<file path="config.mk">
export PLATFORM = sky130hd
export DESIGN_NAME = prg_latch_mapper
export DESIGN_NICKNAME = d
export VERILOG_FILES = /design/src/rtl/prg_map_pkg.sv /design/src/rtl/prg_wr_decode.sv /design/src/rtl/prg_bank_latch.sv /design/src/rtl/prg_addr_map.sv /design/src/rtl/prg_latch_mapper.sv
export SDC_FILE = /design/constraint.sdc
export NUM_CORES = 1
export LEC_CHECK = 0
export BUFFER_PORTS_ARGS = -buffer_cell sky130_fd_sc_hd__buf_2
export CAP_MARGIN = 10
export CORE_AREA = 2 2 39 41
export DETAILED_ROUTE_END_ITERATION = 8
export DIE_AREA = 0 0 41 43
export GPL_TIMING_DRIVEN = 0
export PLACE_DENSITY = 0.65
export RECOVER_POWER = 100
export SLEW_MARGIN = 20
export SYNTH_ARGS = -nofsm -noshare
export SYNTH_HDL_FRONTEND = slang
export SYNTH_HIERARCHICAL = 1
export SYNTH_SLANG_ARGS = --single-unit
</file>
<file path="constraint.sdc">
create_clock -name clk -period 1.4 [get_ports clk]
set_clock_uncertainty 0.1 [all_clocks]
set_input_delay 0.28 -clock clk [delete_from_list [all_inputs] [get_ports clk]]
set_output_delay 0.28 -clock clk [all_outputs]
set_load 0.03 [all_outputs]
</file>
<file path="src/rtl/prg_map_pkg.sv">
package prg_map_pkg;

    localparam int CPU_AW   = 16;
    localparam int DATA_W   = 8;
    localparam int OFFSET_W = 14;

    typedef enum logic [1:0] {
        WIN_BELOW  = 2'd0,
        WIN_SWITCH = 2'd1,
        WIN_FIXED  = 2'd2
    } win_e;

    function automatic win_e classify(input logic [CPU_AW-1:0] a);
        if (!a[15])     return WIN_BELOW;
        else if (a[14]) return WIN_FIXED;
        else            return WIN_SWITCH;
    endfunction

    // Both drivers are on the bus at once: a low from either wins.
    function automatic logic [DATA_W-1:0] wired_and(input logic [DATA_W-1:0] cpu_b,
                                                     input logic [DATA_W-1:0] rom_b);
        return cpu_b & rom_b;
    endfunction

endpackage

</file>
<file path="src/rtl/prg_wr_decode.sv">
module prg_wr_decode
    import prg_map_pkg::*;
#(
    parameter int BANK_W = 3
) (
    input  logic [CPU_AW-1:0] cpu_addr,
    input  logic [DATA_W-1:0] cpu_data,
    input  logic              cpu_wr,
    input  logic [DATA_W-1:0] rom_data,
    output logic              load_en,
    output logic [BANK_W-1:0] load_val
);
    win_e win;

    always_comb begin
        win      = classify(cpu_addr);
        load_en  = cpu_wr && (win != WIN_BELOW);
        load_val = BANK_W'(wired_and(cpu_data, rom_data));
    end
endmodule

</file>
<file path="src/rtl/prg_bank_latch.sv">
module prg_bank_latch #(
    parameter int BANK_W = 3
) (
    input  logic              clk,
    input  logic              rst,
    input  logic              load_en,
    input  logic [BANK_W-1:0] load_val,
    output logic [BANK_W-1:0] bank_q
);
    always_ff @(posedge clk) begin
        if (rst)          bank_q <= '0;
        else if (load_en) bank_q <= load_val;
    end


    hold_when_idle_chk: assert property (@(posedge clk) disable iff (rst)
        !load_en |=> $stable(bank_q));
endmodule

</file>
<file path="src/rtl/prg_addr_map.sv">
module prg_addr_map
    import prg_map_pkg::*;
#(
    parameter int BANK_W = 3,
    localparam int OUT_W = BANK_W + OFFSET_W
) (
    input  logic [OFFSET_W:0]  win_addr,
    input  logic [BANK_W-1:0]  bank_q,
    output logic [OUT_W-1:0]   prg_rom_addr
);
    logic [BANK_W-1:0] bank_eff;

    // One OR gate per bank bit: address bit 14 forces the top bank.
    for (genvar i = 0; i < BANK_W; i++) begin : g_force
        assign bank_eff[i] = bank_q[i] | win_addr[OFFSET_W];
    end

    assign prg_rom_addr = {bank_eff, win_addr[OFFSET_W-1:0]};
endmodule

</file>
<file path="src/rtl/prg_latch_mapper.sv">
module prg_latch_mapper
    import prg_map_pkg::*;
#(
    parameter int BANK_W = 3,
    localparam int OUT_W = BANK_W + OFFSET_W
) (
    input  logic              clk,
    input  logic              rst,
    input  logic [15:0]       cpu_addr,
    input  logic [7:0]        cpu_data,
    input  logic              cpu_wr,
    input  logic [7:0]        rom_data,
    output logic [OUT_W-1:0]  prg_rom_addr
);
    logic              load_en;
    logic [BANK_W-1:0] load_val;
    logic [BANK_W-1:0] bank_q;

    prg_wr_decode #(.BANK_W(BANK_W)) u_dec (
        .cpu_addr (cpu_addr),
        .cpu_data (cpu_data),
        .cpu_wr   (cpu_wr),
        .rom_data (rom_data),
        .load_en  (load_en),
        .load_val (load_val)
    );

    prg_bank_latch #(.BANK_W(BANK_W)) u_latch (
        .clk      (clk),
        .rst      (rst),
        .load_en  (load_en),
        .load_val (load_val),
        .bank_q   (bank_q)
    );

    prg_addr_map #(.BANK_W(BANK_W)) u_map (
        .win_addr     (cpu_addr[OFFSET_W:0]),
        .bank_q       (bank_q),
        .prg_rom_addr (prg_rom_addr)
    );


    conflict_load_chk: assert property (@(posedge clk) disable iff (rst)
        (cpu_wr && cpu_addr[15]) |=>
            (bank_q == $past(cpu_data[BANK_W-1:0] & rom_data[BANK_W-1:0])));


    fixed_bank_chk: assert property (@(posedge clk) disable iff (rst)
        cpu_addr[14] |-> (prg_rom_addr[OUT_W-1:OFFSET_W] == {BANK_W{1'b1}}));


    switch_win_chk: assert property (@(posedge clk) disable iff (rst)
        (cpu_addr[15:14] == 2'b10 && $past(cpu_wr && cpu_addr[15]) && !$past(rst)) |->
            (prg_rom_addr[OUT_W-1:OFFSET_W] ==
             $past(cpu_data[BANK_W-1:0] & rom_data[BANK_W-1:0])));


    low_write_ignored_chk: assert property (@(posedge clk) disable iff (rst)
        (cpu_wr && !cpu_addr[15]) |=> $stable(bank_q));
endmodule

</file>
Yosys cells after proc, flatten, opt, wreduce, memory -nomap -nowiden
Cells that the tools add are included.

word-level totals
  bits in registers = 3
  output and inout bits = 17

cells by class
  multiplexer cells = 2
  reduce and logical (&&, ||, !) cells = 2
  bitwise gates (word level) = 4

operators by type and width
  kind                number
  two-way mux 2 bit   2
  bitwise AND 3 bit   1
  bitwise OR 1 bit    3
  nonzero test 2 bit  1
  logical AND 1 bit   1

Logic depth before layout (Yosys ltp)
  word-level depth = 4
  mapped depth = 3
  depth with buffers taken out = 3

Modules after synthesis
The synthesis kept the hierarchy.

by module, submodules not included
  module          cells an instance  area each (sq um)  sequential area each (sq um)  times used
  prg_addr_map    17                 123.9              0.0                           1
  prg_bank_latch  9                  101.3              60.1                          1
  prg_wr_decode   4                  25.0               0.0                           1

Worst setup path after synthesis
Ideal clock, no wire load.

  path kind = input -> output
  start = in cpu_addr[14]
  end = out prg_rom_addr[14]
  data required time = 1.020 ns
  stages = 1
  setup slack = 0.411 ns
  arrival = 0.609 ns
  path through = or2_1

between the ends
  longest elaborated chain between the ends = 1

RTL lines
  item                RTL line                RTL
  start: declaration  prg_latch_mapper.sv:9   input logic [15:0] cpu_addr,
  bitwise OR 1 bit    prg_addr_map.sv:15      assign bank_eff[i] = bank_q[i] | win_addr[OFFSET_W];
  end: declaration    prg_latch_mapper.sv:13  output logic [OUT_W-1:0] prg_rom_addr

Every way passes these cells.

Worst setup path after layout
  start = reg u_latch.bank_q[1]
  end = out prg_rom_addr[15]

between the ends
  longest elaborated chain between the ends = 1

RTL lines
  item                      RTL line              RTL
  start: declaration        prg_bank_latch.sv:8   output logic [BANK_W-1:0] bank_q
  start signal: assignment  prg_bank_latch.sv:12  else if (load_en) bank_q <= load_val;
  bitwise OR 1 bit          prg_addr_map.sv:15

Every way passes these cells.

==> results by group <==
Status
  – Status: complete, no violations

STA
  – Worst-Margin Slew: 0.367 ns
  – Final setup TNS: 0 ns
  – Peak Freq: 780 MHz
  – Period utilization: 91.5%
  – Final slew viol count: 0
  – RSZ-0062 raised after global routing: false
  – Final hold vios: 0
  – Final setup fails: 0
  – Min Tclk post-route: 1.28 ns
  – Slew headroom: 75.6%

Clock network
  – # clock sinks: 3
  – Setup Fix Bufs, Post-CTS: 0
  – H-tree Lvls: 1
  – Post-CTS resize count: 0
  – Clk buf depth: 2
  – Root Driver: clkbuf_4
  – Later-pin clock latency in the skew report: 0.23 ns
  – Number of hold buffers added after cts: 0
  – CTS Buf Count: 3
  – CTS tree: yes
  – Worst-path clk slew: 0.04 ns

Synth
  – Post-Syn Area: 250 µm²
  – Net Count, Synth: 65
  – Post-synth cell types: 6
  – Synth Instances: 30
  – Syn. warnings: 6
  – Avg Inst Size Synth: 8.34 µm²
  – Seq/Total Area, Yosys: 24.0%
  – Post-synthesis register bit count: 3

Placement
  – GP Congestion: 0.464
  – Dpl cell area: 405 µm²
  – Port bufs: 27

Final layout
  – Fill cells: 167
  – Proportion of layout cells with a drive suffix above 1: 49.2%
  – Max reg flops: 3
  – Antenna cell count: 0
  – Area growth syn-to-layout: 65.5%
  – Final #Nets: 97
  – Regs by FF count: u_latch/bank_q x3
  – Largest Register: u_latch/bank_q
  – Fin area: 414 µm²

Global routing
  – Initial antenna violation count: 0
  – Pin count of the biggest net entering global routing: 4
  – First-pass GRT wire length: 572 µm
  – Vias in the first global route: 187
  – Remaining Overflow, GRT: 0
  – Total GRT Usage: 5.52%

Drt
  – Remaining antenna violation count: 0
  – Starting DRT DRC Count: 0
  – First-pass detailed-route iteration total: 1
  – DRC violations left: 0
  – DR vias: 264
  – Via/cell ratio: 3.43
  – WL per Instance: 6.95 µm
  – DRT Wirelength: 535 µm

Critical path
  – Worst r2r dst: u_latch/bank_q[2]
  – Reg2reg start: u_latch/bank_q[2]
  – CP Buf/Inv Count: 1
  – Critical path arrival: 0.90 ns
  – Slowest cell on crit path: dfxtp_1
  – Slowest stage delay, CP: 0.30 ns
  – Worst path required time: 1.02 ns
  – CP Cell Sequence: or2_1 > clkbuf_2
  – Crit path capture type: primary output
  – CP Class: flip-flop to primary output
  – CP Max Fanout: 2
  – Origin of the worst setup path: u_latch/bank_q[1]
  – Top cell family by delay on the critical path: flip-flops
  – R2R setup slack: 0.72 ns
  – FF-to-FF path depth: 2
  – Kind of start point of the critical path: flip-flop

Flow run
  – Max-cap violations: 0

Min path
  – Hold worst-path end: u_latch/bank_q[0]
  – Min-delay src: rst
  – Worst min path class: primary input to flip-flop
  – Hold path cells: 2

Floorplan
  – Starting Density: 18.1%
  – Die Ht: 43 µm
  – Top Ports: 52
  – Die X: 41 µm
  – Site row count: 14
  – Full die area: 1760 µm²
  – Placeable Area: 1380 µm²

Pwr
  – Leakage power: 0.000209 µW
  – Worst vdd ir: 0.199 mV
  – Power Density: 889 nW/µm²
-- worst max path at each step --
stage / endpoint / depth (start not counted) / slack, ns
2_1_floorplan: prg_rom_addr[14] / 1 / 0.41
3_3_place_gp: prg_rom_addr[15] / 3 / 0.25
3_5_place_dp: prg_rom_addr[15] / 3 / 0.25
4_1_cts: prg_rom_addr[15] / 2 / 0.11
5_1_grt: prg_rom_addr[15] / 2 / 0.07
6_report: prg_rom_addr[15] / 2 / 0.12
-- per-layer routing --
metal  vias to the layer above  track usage, %  part of all wire (%)
li1                        140               -                     -
met1                       103            1.92                    30
met2                        21            9.69                    49
met3                         0            4.71                    20
met4                         0            6.00                     0
met5                         -               0                     0
-- stage by stage --
step | worst slack, ns | utilization, % | power [µW] | hold slack (ns) | instances
2_1_floorplan | 0.411 | - | 191 | 0.252 | 30
3_3_place_gp | 0.253 | 29.3 | 227 | 0.369 | 73
3_5_place_dp | 0.247 | 29.3 | 229 | 0.378 | 73
4_1_cts | 0.112 | 31.2 | 384 | 0.134 | 77
5_1_grt | 0.0661 | 29.9 | 389 | 0.135 | 77
6_report | 0.119 | 29.9 | 368 | 0.141 | 77
-- final cells by class --
cell class	instances	area, µm²	share of cell area (%)
Buffer	14	105	25.4
Clock buffer	4	26.3	6.34
Multi-Input combinational cell	13	85.1	20.5
Sequential cell	3	60.1	14.5
Tap cell	16	20.0	4.83
Timing Repair Buffer	27	118	28.4
-- layout by cell type (no fill, tap or decap), drive strengths merged --
cell type,n
clkbuf,21
buf,24
dfxtp,3
or2,3
nor2,3
mux2i,3
and2,4
-- cell usage after synthesis --
master	n	area, µm²
and2_1	4	25.0
buf_4	14	105
dfxtp_1	3	60.1
mux2i_1	3	30.0
nor2_1	3	11.3
or2_1	3	18.8
-- where the power goes --
group	total [µW]	switching, µW	internal, µW
Combinational	131	77.0	54.1
Sequential	89.7	1.08	88.7
Clock	147	40.7	107
-- logic make-up after synthesis --
kind of cell / Yosys count / synth area share (%)
flops: 3 / 24.0
simple gates: 10 / 22.0
mux: 3 / 12.0
buf+inv: 14 / 42.0
Note: power is estimated with default switching activity, not from simulation.
